--- config.mk ---
export PLATFORM = sky130hd
export DESIGN_NAME = mdio_master
export DESIGN_NICKNAME = d
export VERILOG_FILES = /design/src/rtl/mdio_master.sv
export SDC_FILE = /design/constraint.sdc
export NUM_CORES = 1
export LEC_CHECK = 0
export CAP_MARGIN = 10
export CELL_PAD_IN_SITES_DETAIL_PLACEMENT = 1
export CELL_PAD_IN_SITES_GLOBAL_PLACEMENT = 1
export CORE_MARGIN = 8
export CORE_UTILIZATION = 35
export CTS_CLUSTER_SIZE = 14
export DETAILED_ROUTE_END_ITERATION = 8
export MAX_ROUTING_LAYER = met4
export PLACE_DENSITY = 0.73
export SLEW_MARGIN = 20
export SYNTH_ARGS = -nofsm -noshare
export SYNTH_HDL_FRONTEND = slang
export SYNTH_SLANG_ARGS = --single-unit
--- constraint.sdc ---
create_clock -name clk -period 8.14 [get_ports clk]
set_clock_uncertainty 0.15 [all_clocks]
set_input_delay 1.628 -clock clk [delete_from_list [all_inputs] [get_ports clk]]
set_output_delay 1.628 -clock clk [all_outputs]
set_load 0.02 [all_outputs]
--- src/rtl/mdio_master.sv ---
module mdio_master #(
  parameter int DIV_W    = 8,
  parameter int ADDR_W   = 5,
  parameter int DATA_W   = 16,
  parameter int PRE_LEN  = 32,
  parameter int LINK_BIT = 2
) (
  input  logic              clk,
  input  logic              rst,
  input  logic [DIV_W-1:0]  clk_div,
  input  logic              no_preamble,
  input  logic              mgmt_reset,
  input  logic [ADDR_W-1:0] phy_addr,
  input  logic [ADDR_W-1:0] reg_addr,
  input  logic [DATA_W-1:0] wr_data,
  input  logic              cmd_scan,
  input  logic              cmd_read,
  input  logic              cmd_write,
  input  logic              mdi,
  output logic              mdc,
  output logic              mdo,
  output logic              mdo_oe,
  output logic [DATA_W-1:0] rd_data,
  output logic              rd_update,
  output logic              read_start,
  output logic              write_start,
  output logic              busy,
  output logic              not_valid,
  output logic              link_fail
);

  localparam int FL  = PRE_LEN + 6 + 2 * ADDR_W + DATA_W;
  localparam int CW  = $clog2(FL);
  localparam int HDR = FL - DATA_W - 2;

  typedef enum logic [1:0] {OP_SCAN, OP_READ, OP_WRITE} op_e;

  logic [DIV_W-1:0]  div_cnt, half;
  logic              tick, rise_ev, fall_ev, pending, data_phase;
  op_e               op, op_new;
  logic [FL-1:0]     sh, oe_sh, fr_new, oe_new;
  logic [CW-1:0]     left, len_new;
  logic [DATA_W-1:0] rx_sh, rx_next;

  assign half       = (clk_div[DIV_W-1:1] == '0) ? DIV_W'(1) : {1'b0, clk_div[DIV_W-1:1]};
  assign tick       = div_cnt >= half - DIV_W'(1);
  assign rise_ev    = tick & ~mdc;
  assign fall_ev    = tick & mdc;
  assign pending    = cmd_write | cmd_read | cmd_scan;
  assign op_new     = cmd_write ? OP_WRITE : (cmd_read ? OP_READ : OP_SCAN);
  assign rx_next    = {rx_sh[DATA_W-2:0], mdi};
  assign data_phase = busy && (op != OP_WRITE) && (left < CW'(DATA_W));

  always_comb begin
    fr_new  = {{PRE_LEN{1'b1}}, 2'b01, (cmd_write ? 2'b01 : 2'b10), phy_addr, reg_addr,
               2'b00, (cmd_write ? wr_data : {DATA_W{1'b0}})};
    oe_new  = {{HDR{1'b1}}, (cmd_write ? {2'b01, {DATA_W{1'b1}}} : {(DATA_W+2){1'b0}})};
    len_new = CW'(FL - 1);
    if (no_preamble) begin
      fr_new  = fr_new << PRE_LEN;
      oe_new  = oe_new << PRE_LEN;
      len_new = CW'(FL - PRE_LEN - 1);
    end
  end

  always_ff @(posedge clk) begin
    if (rst || mgmt_reset) begin
      div_cnt     <= '0;
      mdc         <= 1'b0;
      mdo         <= 1'b0;
      mdo_oe      <= 1'b0;
      busy        <= 1'b0;
      op          <= OP_SCAN;
      sh          <= '0;
      oe_sh       <= '0;
      left        <= '0;
      rx_sh       <= '0;
      rd_data     <= '0;
      rd_update   <= 1'b0;
      read_start  <= 1'b0;
      write_start <= 1'b0;
      not_valid   <= 1'b1;
      link_fail   <= 1'b0;
    end else begin
      rd_update   <= 1'b0;
      read_start  <= 1'b0;
      write_start <= 1'b0;
      if (tick) begin
        div_cnt <= '0;
        mdc     <= ~mdc;
      end else begin
        div_cnt <= div_cnt + DIV_W'(1);
      end
      if (fall_ev) begin
        if (busy && left != '0) begin
          mdo    <= sh[FL-1];
          mdo_oe <= oe_sh[FL-1];
          sh     <= sh << 1;
          oe_sh  <= oe_sh << 1;
          left   <= left - CW'(1);
        end else if (pending) begin
          busy        <= 1'b1;
          op          <= op_new;
          mdo         <= fr_new[FL-1];
          mdo_oe      <= oe_new[FL-1];
          sh          <= fr_new << 1;
          oe_sh       <= oe_new << 1;
          left        <= len_new;
          read_start  <= (op_new == OP_READ);
          write_start <= (op_new == OP_WRITE);
        end else begin
          busy   <= 1'b0;
          mdo    <= 1'b0;
          mdo_oe <= 1'b0;
        end
      end
      if (rise_ev && data_phase) begin
        rx_sh <= rx_next;
        if (left == '0) begin
          rd_data   <= rx_next;
          rd_update <= 1'b1;
          link_fail <= ~rx_next[LINK_BIT];
          if (op == OP_SCAN) not_valid <= 1'b0;
        end
      end
      if (!cmd_scan) not_valid <= 1'b1;
    end
  end

  p_start_busy_r7: assert property (@(posedge clk) disable iff (rst || mgmt_reset)
    (read_start || write_start) |-> busy);

  p_one_start_r8: assert property (@(posedge clk) disable iff (rst || mgmt_reset)
    $onehot0({read_start, write_start}));

  p_idle_quiet_r11: assert property (@(posedge clk) disable iff (rst || mgmt_reset)
    !busy |-> !mdo_oe);

  p_update_pulse_r5: assert property (@(posedge clk) disable iff (rst || mgmt_reset)
    rd_update |=> !rd_update);

  p_mdo_on_fall_r3: assert property (@(posedge clk) disable iff (rst || mgmt_reset)
    ((!$stable(mdo) || !$stable(mdo_oe)) && !$past(mgmt_reset) && !$past(rst)) |-> $fell(mdc));

  p_busy_end_r7: assert property (@(posedge clk) disable iff (rst || mgmt_reset)
    ($fell(busy) && !$past(mgmt_reset) && !$past(rst)) |-> $fell(mdc));

  p_scan_off_r9: assert property (@(posedge clk) disable iff (rst)
    !cmd_scan |=> not_valid);

endmodule

=== Word level (Yosys, flattened, before mapping) ===
Cells that the tools add are included.

* Input bits: 42
* Flip-flop bits (word level): 184
* Output and inout port bits: 25

* Mux-type cells: 21
* Equal/unequal tests: 3
* $add $sub $neg: 3
* Bitwise gates (word level): 11
* Reduce and logical (&&, ||, !) cells: 19
* $lt $le $gt $ge: 2

{| class="wikitable"
|+ Operators with widths
! operator !! number
|-
| $mux 64 || 5
|-
| $mux 50 || 1
|-
| $mux 6 || 3
|-
| $mux 17 || 1
|-
| $mux 16 || 1
|-
| $add 8x1->8 const B || 1
|-
| $ge 8x8->1 || 1
|-
| $sub 7x1->8 const B || 1
|-
| $logic_not 7->1 || 1
|-
| $mux 1 || 7
|-
| $mux 7 || 1
|-
| $not 1->1 || 7
|-
| $logic_not 6->1 || 1
|-
| $lt 6x5->1 const B || 1
|-
| $reduce_and 2->1 || 3
|-
| $reduce_and 3->1 || 2
|-
| $reduce_bool 6->1 || 1
|-
| $reduce_or 2->1 || 3
|-
| $sub 6x1->6 const B || 1
|-
| $logic_and 1x1->1 || 4
|-
| $mux 2 || 2
|-
| $reduce_or 4->1 || 1
|-
| $and 1x1->1 || 2
|-
| $eq 2x1->1 const B || 1
|-
| other kinds (6) || 7
|}

=== Logic depth before layout (Yosys ltp) ===
Gate-level depths: netlist of the first run.

* Depth in word-level cells: 8
* Depth in mapped cells: 15
* Gate-level depth less buffers: 13

=== Worst setup path after synthesis of the first run ===
Ideal clock, no wire load.

* Kind: input to register
* Start: input port clk_div[7]
* End: register rd_data[3]
* Slack: 3774 ps
* Stages: 15
* Buffers on the path: 2
* Arrival: 4089 ps
* Cells stage by stage: nor3_1 a31oi_1 ha_1 nand2_1 nor3_1 xnor2_1 ha_1 nand2_1 nor2_1 o21ai_2 a2111oi_2 buf_4 buf_4 mux2i_1 nor2_1

* Longest elaborated chain between the ends: 7

{| class="wikitable"
|+ RTL lines
! item !! RTL line !! source
|-
| from (decl) || 10 || <nowiki>input logic [DIV_W-1:0] clk_div,</nowiki>
|-
| $logic_not 7->1 || 45 || <nowiki>assign half = (clk_div[DIV_W-1:1] == '0) ? DIV_W'(1) : {1'b0, clk_div[DIV_W-1:1]};</nowiki>
|-
| $mux 7 * || 45 ||
|-
| $sub 7x1->8 * || 46 || <nowiki>assign tick = div_cnt >= half - DIV_W'(1);</nowiki>
|-
| $ge 8x8->1 * || 46 ||
|-
| $and 1x1->1 * || 47 || <nowiki>assign rise_ev = tick & ~mdc;</nowiki>
|-
| $logic_and 1x1->1 * || 117 || <nowiki>if (rise_ev && data_phase) begin</nowiki>
|-
| $reduce_and 2->1 (no line) * || n/a ||
|-
| to (signal assigned) || 120 || <nowiki>rd_data <= rx_next;</nowiki>
|-
| to (decl) || 23 || <nowiki>output logic [DATA_W-1:0] rd_data,</nowiki>
|}

Every way passes the cells marked *; elsewhere a longest branch is shown, timed or not.
A chain may end at the register's enable or synchronous reset.

=== Worst setup path in the final report of the first run ===
* Start: input port clk_div[5]
* End: register sh[59]

* Longest elaborated chain between the ends: 6

{| class="wikitable"
|+ RTL lines
! item !! RTL line !! source
|-
| $logic_not 7->1 || 45 ||
|-
| $mux 7 * || 45 ||
|-
| $sub 7x1->8 * || 46 ||
|-
| $ge 8x8->1 * || 46 ||
|-
| $and 1x1->1 * || 48 || <nowiki>assign fall_ev = tick & mdc;</nowiki>
|-
| $reduce_and 2->1 (no line) * || n/a ||
|-
| to (signal assigned) || 98 || <nowiki>sh <= sh << 1;</nowiki>
|-
| to (signal assigned) || 106 || <nowiki>sh <= fr_new << 1;</nowiki>
|-
| to (decl) || 41 || <nowiki>logic [FL-1:0] sh, oe_sh, fr_new, oe_new;</nowiki>
|}

Marks and branches as above.

==> results.yml, run 1 <==
logic_synthesis:
  synth_nets: 921
  yosysTopAreaCellShare_pct: 48.0
  yosysWarnings: 0
  ys_types: 52
  synth-async-reset-ratio_pct: 0
  synth_area_leaders: "dfxtp_1 48%, nor2_1 5.7%, a211oi_1 4.4%"
  avgSynthCellArea_um2: 8.76
  synth_top_flop_cell: "dfxtp_1"
  yosysTopAreaCell: "dfxtp_1"
  synth_edf_count: 0
  ys_ff_latch: 182
  yosysSeqAreaShare_pct: 48.0
  synthCells: 867
  syn-cell-area_mm2: 0.00759
detailed_routing:
  drtAntennaViolNets: 0
  drc: 0
  wl_mm: 19.8
  vias: 6345
  firstDrtPassIters: 4
  drt_iter0_markers: 380
  vias_per_cell: 5.35
  wl_per_cell_um: 16.7
cts:
  h-tree-depth: 4
  cts_resized: 0
  post_cts_buffers: 0
  clk_latency_ps: 430
  cts_tree: "done"
  cts_max_path_buffers: 2
  tritoncts.num_buffers: 17
  clkSlewWorstSetupHoldPaths_ps: 70
  cts_hold_buf: 0
  clockRootBuffer: "clkbuf_16"
  cts_sinks: 182
global_routing:
  grt_max_degree: 82
  grt_pass1_vias: 6587
  track_usage_pct: 15.6
  grt.overflow.total: 0
  grt_pass1_wl_mm: 33.5
  antenna_found_initial: 1
cells_and_area:
  final_core_util_pct: 41.8
  multi_input_area_mm2: 0.00362
  area_growth_pct: 18.6
  layout-drive-gt1-share_pct: 6.85
  num-fill-cells: 2455
  register_area_mm2: 0.00364
  finalNetCount: 946
placement:
  hpwlAfterDp_mm: 12.0
  numPortBuffers: 65
  pre_cts_slack_ps: 2190
  routabilityCongestion: 0.721
sta:
  finalSetupTns_ps: 0
  tightest_slew_ps: 940
  rsz0062_at_grt: "no"
  slew_headroom_pct: 37.2
  max_freq_mhz: 183
  setup_ws_ps: 2670
  slew_violations: 0
  finalCritPeriodShare_pct: 67.2
  min_period_ps: 5470
  hold_viol: 0
  finalSetupViolations: 0
die:
  io_pins: 67
  die_y_um: 163
  start_util_pct: 35.2
  dieArea_mm2: 0.0267
  core-area_mm2: 0.0216
  die_w_um: 163
  core.rowCount: 54
pwr:
  power_density_mw_per_mm2: 202
  ir_drop_v: 0.000140
  p_leak_nw: 2.91
hold_path:
  min_path_type: "register to register"
outcome:
  status: "complete, no violations"
setup_path:
  r2r_setup_slack_ps: 4870
  end_kind: "register"
  critical_path.slowest_cell: "a21boi_4"
  worstPathMaxFanout: 53
  slowest_delay_ps: 770
  critical_path_required_ps: 8350
  path_class: "input port to register"
  cp.arrival_ps: 5680
  setup.worst_path.start_class: "input port"
  cp_cell_sequence: "clkdlybuf4s50_1 -> nor3_1 -> a31oi_1 -> ha_1 -> nand2_1 -> nor3_1 -> xnor2_1 -> ha_1 -> nand2_1 -> nor2_1 -> o21ai_2 -> a21boi_4 -> buf_4 -> o211ai_1 -> a21oi_1"
job:
  max_cap_viol_count: 0
cell usage after synthesis, types with 5 or more instances:
library cell / count
o2bb2ai_1: 15
nand3b_1: 10
dfxtp_1: 182
nor3b_1: 10
ha_1: 12
nor3_1: 53
mux2i_1: 32
o22ai_1: 16
inv_1: 7
xor2_1: 5
o211ai_1: 31
a21o_1: 17
a211oi_1: 44
clkbuf_1: 45
buf_2: 16
a21oi_1: 60
nor2_1: 115
buf_4: 10
nand3_1: 14
and3_1: 16
nand2_1: 68
o21ai_0: 44
worst max-delay path, delay by kind of cell:
family / cells / cell delay (ps)
simple gates: 5 / 610
fa+ha+maj: 2 / 500
xor+xnor: 1 / 120
buf+inv: 2 / 1170
compound gates: 5 / 1620
flip-flops by register name (all words and copies together) (netlist names):
register and cells:
op 2, rd_update 1, oe_sh 63, busy 1, rd_data 16, link_fail 1, rx_sh 15, read_start 1
not_valid 1, sh 63, write_start 1, mdo 1, left 6, mdo_oe 1, div_cnt 8, mdc 1
through the flow:
step                hold slack, ps  total power, mW  instances  area (um2)
finish                         302             1.82       1186        9000
detailed placement             293            0.991       1153        8400
floorplan                      276            0.954        867        7590
global placement               286            0.989       1153        8400
CTS                            302             1.84       1185        9000
global route                   323             1.88       1186        9000
power breakdown:
part,switching (mW),internal (mW)
Combinational,0.0441,0.0345
Clock,0.364,0.484
Sequential,0.000594,0.890
layout by cell type, fill, tap and decap left out, types with 4 or more instances in the layout:
cell type | synthesis | layout
nor2_1 | 115 | 113
clkbuf_16 | 0 | 17
buf_4 | 10 | 14
nand3b_1 | 10 | 10
mux2i_1 | 32 | 32
o2bb2ai_1 | 15 | 15
a211oi_1 | 44 | 44
o21ai_0 | 44 | 44
nor3b_1 | 10 | 10
nor3_1 | 53 | 53
dfxtp_1 | 182 | 182
nand3_1 | 14 | 14
xor2_1 | 5 | 5
and3_1 | 16 | 16
nand2_1 | 68 | 68
o211ai_1 | 31 | 31
inv_1 | 7 | 7
xnor2_1 | 4 | 4
clkdlybuf4s50_1 | 0 | 65
a21o_1 | 17 | 17
ha_1 | 12 | 12
o22ai_1 | 16 | 16
clkinvlp_4 | 0 | 5
a21oi_1 | 60 | 60
worst paths after layout:
check	endpoint	startpoint	depth (start not counted)
setup / recovery	sh[59]$_SDFFE_PP0P_	clk_div[5]	15
hold reg to reg	oe_sh[44]$_SDFFE_PP0P_	oe_sh[43]$_SDFFE_PP0P_	2
hold / removal	oe_sh[44]$_SDFFE_PP0P_	oe_sh[43]$_SDFFE_PP0P_	2
setup reg to reg	sh[59]$_SDFFE_PP0P_	div_cnt[0]$_SDFF_PP0_	9
cells by family after synthesis:
group | Yosys count | share of synthesized area (%)
AO/OA/AOI/OAI | 250 | 21.7
AND/OR/NAND/NOR | 301 | 18.3
adder cells (fa/ha/maj) | 12 | 1.98
flip-flops | 182 | 48.0
other | 1 | 0.0494
buffers and inverters | 80 | 4.81
XOR/XNOR | 9 | 1.04
multiplexers | 32 | 4.22
layer usage:
layer | vias up | track usage (%) | part of all wire [%]
met1 | 3096 | 20.0 | 48
met3 | 15 | 3.73 | 4.7
li1 | 3145 | - | -
met2 | 89 | 24.0 | 46
met5 | - | - | 0
met4 | 0 | 5.05 | 1.1
layout make-up:
cell class	instances	area share [%]
Antenna cell	1	0.0278
Clock buffer	17	4.72
Clock inverter	15	1.97
Inverter	7	0.292
Multi-Input combinational cell	605	40.2
Sequential cell	182	40.5
Tap cell	280	3.89
Timing Repair Buffer	79	8.39
Note: power is estimated with default switching activity, not from simulation.
==> inputs of run 2 (changes only) <==
==> constraint.sdc (replaced) <==
create_clock -name clk -period 5.6 [get_ports clk]
set_clock_uncertainty 0.15 [all_clocks]
set_input_delay 1.12 -clock clk [delete_from_list [all_inputs] [get_ports clk]]
set_output_delay 1.12 -clock clk [all_outputs]
set_load 0.02 [all_outputs]
==> results.yml, run 2 (same netlist as run 1, synthesis figures left out) <==
pwr:
  swShare_pct: 21.2
  power.share.clock_pct: 48.1
  p_switching_uw: 575
  combinationalPowerShare_pct: 4.3
  p_leak_nw: 2.97
  power_density_mw_per_mm2: 298
  ir_drop_v: 0.000182
  p_seq_share_pct: 47.7
  intPower_mw: 2.14
setup_path:
  reg2reg_from: "left[2]$_SDFFE_PP0P_"
  regToRegEndpoint: "sh[43]$_SDFFE_PP0P_"
  crit_end: "oe_sh[47]$_SDFFE_PP0P_"
  cp-startpoint: "clk_div[5]"
  r2r_setup_slack_ps: 2170
  path_class: "input port to register"
  end_kind: "register"
  setup.worst_path.start_class: "input port"
  critical_path.slowest_cell: "clkdlybuf4s50_1"
  worstPathMaxFanout: 18
  cp_cell_sequence: "clkdlybuf4s50_1 -> nor3_1 -> a31oi_1 -> ha_1 -> nand2_1 -> nor3_1 -> xnor2_1 -> ha_1 -> nand2_1 -> o21ai_0 -> o21ai_1 -> a21oi_1 -> buf_4 -> a21oi_1"
  cp.arrival_ps: 4480
  slowest_delay_ps: 540
  critical_path_required_ps: 5750
  reg2reg_depth: 7
die:
  die_y_um: 163
  core-area_mm2: 0.0216
  start_util_pct: 35.2
  core.rowCount: 54
  die_w_um: 163
  io_pins: 67
  dieArea_mm2: 0.0267
cts:
  cts_hold_buf: 0
  post_cts_buffers: 0
  clk_latency_ps: 420
  cts_resized: 0
  h-tree-depth: 4
  cts_max_path_buffers: 2
  clockRootBuffer: "clkbuf_16"
  cts_tree: "done"
  clkSlewWorstSetupHoldPaths_ps: 70
  tritoncts.num_buffers: 17
  cts_sinks: 182
sta:
  min_period_ps: 4320
  slew_violations: 0
  finalSetupViolations: 0
  tightest_slew_ps: 992
  slew_headroom_pct: 33.6
  worst_hold_slack_ps: 303
  finalSetupTns_ps: 0
  max_freq_mhz: 231
  hold_viol: 0
  finalCritPeriodShare_pct: 77.1
  rsz0062_at_grt: "no"
cells_and_area:
  layout_commonest_cell: "dfxtp_1"
  layout-drive-gt1-share_pct: 7.35
  area_growth_pct: 19.9
  num-fill-cells: 2492
  reg_top3: "oe_sh: 63 flops, sh: 63 flops, rd_data: 16 flops"
  final_cell_mix: "182 x dfxtp_1, 114 x nor2_1, 68 x nand2_1, 65 x clkdlybuf4s50_1, 60 x a21oi_1"
  antenna_cells: 0
  finalNetCount: 952
hold_path:
  min_path_type: "register to register"
  hold_path_depth: 2
global_routing:
  track_usage_pct: 15.9
  grt_pass1_vias: 6607
  grt_pass1_wl_mm: 34.0
  grt_max_degree: 82
  grt.overflow.total: 0
  antenna_found_initial: 0
detailed_routing:
  drtAntennaViolNets: 0
  vias_per_cell: 5.34
  wl_per_cell_um: 16.9
  firstDrtPassIters: 4
  vias: 6365
  dr_wl_met2_mm: 9.42
  routed.top_layer: "met4"
  drc: 0
  wl_met3_um: 958
  wl_mm: 20.1
  drt_iter0_markers: 348
  wl_met1_mm: 9.57
job:
  max_cap_viol_count: 0
outcome:
  status: "complete, no violations"
placement:
  hpwlAfterDp_mm: 12.5
  numPortBuffers: 65
  routabilityCongestion: 0.730
## run 2: worst max-delay path, delay by kind of cell
family	cells	cell delay [ps]
buffers and inverters	2	810
AOI/OAI and AO/OA	5	1480
adders and majority gates	2	500
xor gates and xnor gates	1	120
and+or+nand+nor	4	450
## run 2: worst min-delay path by stage
stage	to	slack (ps)	from
CTS	oe_sh[39]$_SDFFE_PP0P_	310	oe_sh[38]$_SDFFE_PP0P_
floorplan	div_cnt[0]$_SDFF_PP0_	280	div_cnt[0]$_SDFF_PP0_
global route	oe_sh[31]$_SDFFE_PP0P_	320	oe_sh[31]$_SDFFE_PP0P_
finish	sh[53]$_SDFFE_PP0P_	300	sh[53]$_SDFFE_PP0P_
global placement	not_valid$_SDFFE_PP1P_	290	not_valid$_SDFFE_PP1P_
detailed placement	oe_sh[49]$_SDFFE_PP0P_	290	oe_sh[48]$_SDFFE_PP0P_
## run 2: layer usage
layer | global-route usage (%) | vias up
li1 | - | 3160
met2 | 25.6 | 90
met3 | 3.93 | 11
met1 | 19.4 | 3104
met4 | 4.42 | 0
met5 | - | -
## run 2: cell type report
class / count / area (um2) / share of cell area (%)
sequential: 182 / 3640 / 40.0
multi-input combinational: 605 / 3620 / 39.8
timing repair buffer: 85 / 813 / 8.93
clock buffer: 21 / 480 / 5.28
tap: 280 / 350 / 3.85
clock inverter: 11 / 170 / 1.87
inverter: 7 / 26.3 / 0.289
## run 2: metrics by stage
step	utilization, %	worst slack [ps]	std cells	area, um2	total power, mW
after floorplan	-	1740	867	7590	1.39
final	42.2	1280	1191	9100	2.72
after global placement	39.2	936	1159	8450	1.44
after CTS	42.2	1280	1191	9100	2.75
after global routing	42.2	912	1191	9100	2.82
after detailed placement	39.2	864	1159	8450	1.44
## run 2: power by group through the flow
stage / Sequential (mW) / Clock [mW] / Combinational, mW
after floorplan: 1.32 / 0 / 0.0622
after global placement: 1.32 / 0 / 0.114
after detailed placement: 1.32 / 0 / 0.116
after CTS: 1.30 / 1.34 / 0.117
after global routing: 1.29 / 1.39 / 0.127
final: 1.30 / 1.31 / 0.115
==> inputs of run 3 (changes only) <==
--- a/config.mk
+++ b/config.mk
@@ -13,7 +13,7 @@
 export CTS_CLUSTER_SIZE = 14
 export DETAILED_ROUTE_END_ITERATION = 8
 export MAX_ROUTING_LAYER = met4
-export PLACE_DENSITY = 0.73
+export PLACE_DENSITY = 0.75
 export SLEW_MARGIN = 20
 export SYNTH_ARGS = -nofsm -noshare
 export SYNTH_HDL_FRONTEND = slang
==> constraint.sdc (replaced) <==
create_clock -name clk -period 3.8 [get_ports clk]
set_clock_uncertainty 0.15 [all_clocks]
set_input_delay 0.76 -clock clk [delete_from_list [all_inputs] [get_ports clk]]
set_output_delay 0.76 -clock clk [all_outputs]
set_load 0.02 [all_outputs]
==> results.yml, run 3 (same netlist as run 1, synthesis figures left out) <==
setup_path:
  regToRegEndpoint: "oe_sh[49]$_SDFFE_PP0P_"
  cp.arrival_ps: 3780
  worstPathMaxFanout: 25
  reg2reg_depth: 9
  r2r_setup_slack_ps: 980
  end_kind: "register"
  critical_path_required_ps: 4000
  path_class: "input port to register"
  setup.worst_path.start_class: "input port"
  reg2reg_from: "left[2]$_SDFFE_PP0P_"
cts:
  cts_hold_buf: 0
  clockRootBuffer: "clkbuf_16"
  h-tree-depth: 4
  tritoncts.num_buffers: 17
  clk_latency_ps: 440
  cts_max_path_buffers: 2
  clkSlewWorstSetupHoldPaths_ps: 70
  cts_sinks: 182
  cts_tree: "done"
global_routing:
  grt.overflow.total: 0
  track_usage_pct: 15.9
  antenna_found_initial: 0
  grt_max_degree: 52
  grt_pass1_vias: 6585
  grt_pass1_wl_mm: 33.4
sta:
  slew_headroom_pct: 40.8
  finalSetupViolations: 0
  finalCritPeriodShare_pct: 94.4
  tightest_slew_ps: 885
  hold_viol: 0
  min_period_ps: 3590
  max_freq_mhz: 279
  setup_ws_ps: 214
  slew_violations: 0
pwr:
  p_leak_nw: 3.16
  ir_drop_v: 0.000269
  finalPower_mw: 3.94
  power_density_mw_per_mm2: 417
cells_and_area:
  final_cell_mix: "182 x dfxtp_1, 113 x nor2_1, 68 x nand2_1, 65 x clkdlybuf4s50_1, 60 x a21oi_1"
  area_growth_pct: 24.4
  fin_cells: 1226
  finalNetCount: 987
  layout_commonest_cell: "dfxtp_1"
  layout-drive-gt1-share_pct: 11.2
  antenna_cells: 0
  finalInstanceArea_mm2: 0.00945
  reg_top3: "oe_sh: 63 flops, sh: 63 flops, rd_data: 16 flops"
placement:
  hpwlAfterDp_mm: 13.0
  place_area_mm2: 0.00876
  dp_cells: 1191
  pre_cts_slack_ps: -336
  numPortBuffers: 65
  routabilityCongestion: 0.722
die:
  die_w_um: 163
  die_y_um: 163
  core.rowCount: 54
  start_util_pct: 35.2
  io_pins: 67
  core-area_mm2: 0.0216
  dieArea_mm2: 0.0267
hold_path:
  worstHoldStart: "sh[53]$_SDFFE_PP0P_"
  min_to: "sh[53]$_SDFFE_PP0P_"
  min_path_type: "register to register"
  hold_path_depth: 2
detailed_routing:
  vias: 6475
  drtAntennaViolNets: 0
  drt_iter0_markers: 308
  firstDrtPassIters: 4
  drc: 0
  vias_per_cell: 5.28
  wl_mm: 20.3
  wl_per_cell_um: 16.5
outcome:
  status: "complete, no violations"
job:
  max_cap_viol_count: 0
[run 3: changes by cell type in the layout (fill, tap and decap cells not counted), sizes merged]
cell	previous run	this run
bufinv	4	2
inv	8	11
clkbuf	21	22
buf	20	54
clkinv	3	2
[run 3: worst max-delay path by stage]
stage	startpoint	to	slack (ps)	cells past startpoint
after floorplan	clk_div[7]	rd_data[3]$_SDFFE_PP0P_	300	15
after global placement	clk_div[7]	rd_data[14]$_SDFFE_PP0P_	-220	15
after detailed placement	clk_div[7]	left[2]$_SDFFE_PP0P_	-340	15
after CTS	clk_div[7]	left[2]$_SDFFE_PP0P_	80	15
after global routing	clk_div[4]	oe_sh[28]$_SDFFE_PP0P_	-10	16
final	clk_div[4]	sh[25]$_SDFFE_PP0P_	210	16
[run 3: final cells by class]
| class | count | area [um2] |
|---|---|---|
| fillers | 2482 | 12100 |
| flip-flops and latches | 182 | 3640 |
| multi-input cells | 605 | 3640 |
| repair buffers | 120 | 1170 |
| clock buffers | 21 | 480 |
| well taps | 280 | 350 |
| clock inverters | 11 | 135 |
| inverters | 7 | 26.3 |
[run 3: per-stage QoR]
| stage | TNS (ps) | hold slack (ps) | util (%) |
|---|---|---|---|
| after global placement | -13900 | 289 | 40.6 |
| final | 0 | 301 | 43.8 |
| after detailed placement | -29670 | 293 | 40.6 |
| after floorplan | 0 | 276 | - |
| after CTS | 0 | 307 | 43.5 |
| after global routing | -13.3 | 324 | 43.8 |
[run 3: critical path: stages]
cell,delay (ps)
clkdlybuf4s50_1,490
nor2_1,70
a31oi_2,220
ha_1,210
nand2_1,80
nor3_1,170
xnor2_1,100
ha_1,270
nand2_1,90
nor2_2,200
o21ai_4,130
a21boi_4,350
buf_4,190
clkbuf_16,190
nor2_1,50
nor3_1,190
[run 3: per-layer routing]
metal / routed length [um] / part of all wire, % / global-route usage [%] / vias to the layer above
li1: - / - / - / 3234
met2: 9360 / 46 / 24.8 / 87
met4: 335 / 1.7 / 5.71 / 0
met3: 769 / 3.8 / 3.76 / 21
met1: 9810 / 48 / 19.8 / 3133
met5: 0 / 0 / - / -
[run 3: repair_timing]
| item | CTS | global route |
|---|---|---|
| setup endpoints to repair | 0 | 126 |
| setup buffers | 0 | 2 |
| resized for setup | 0 | 8 |
[run 3: report_power, final]
group,internal (mW),switching [mW]
logic,0.0873,0.0986
clock network,1.05,0.791
registers,1.91,0.00123
total,3.04,0.891
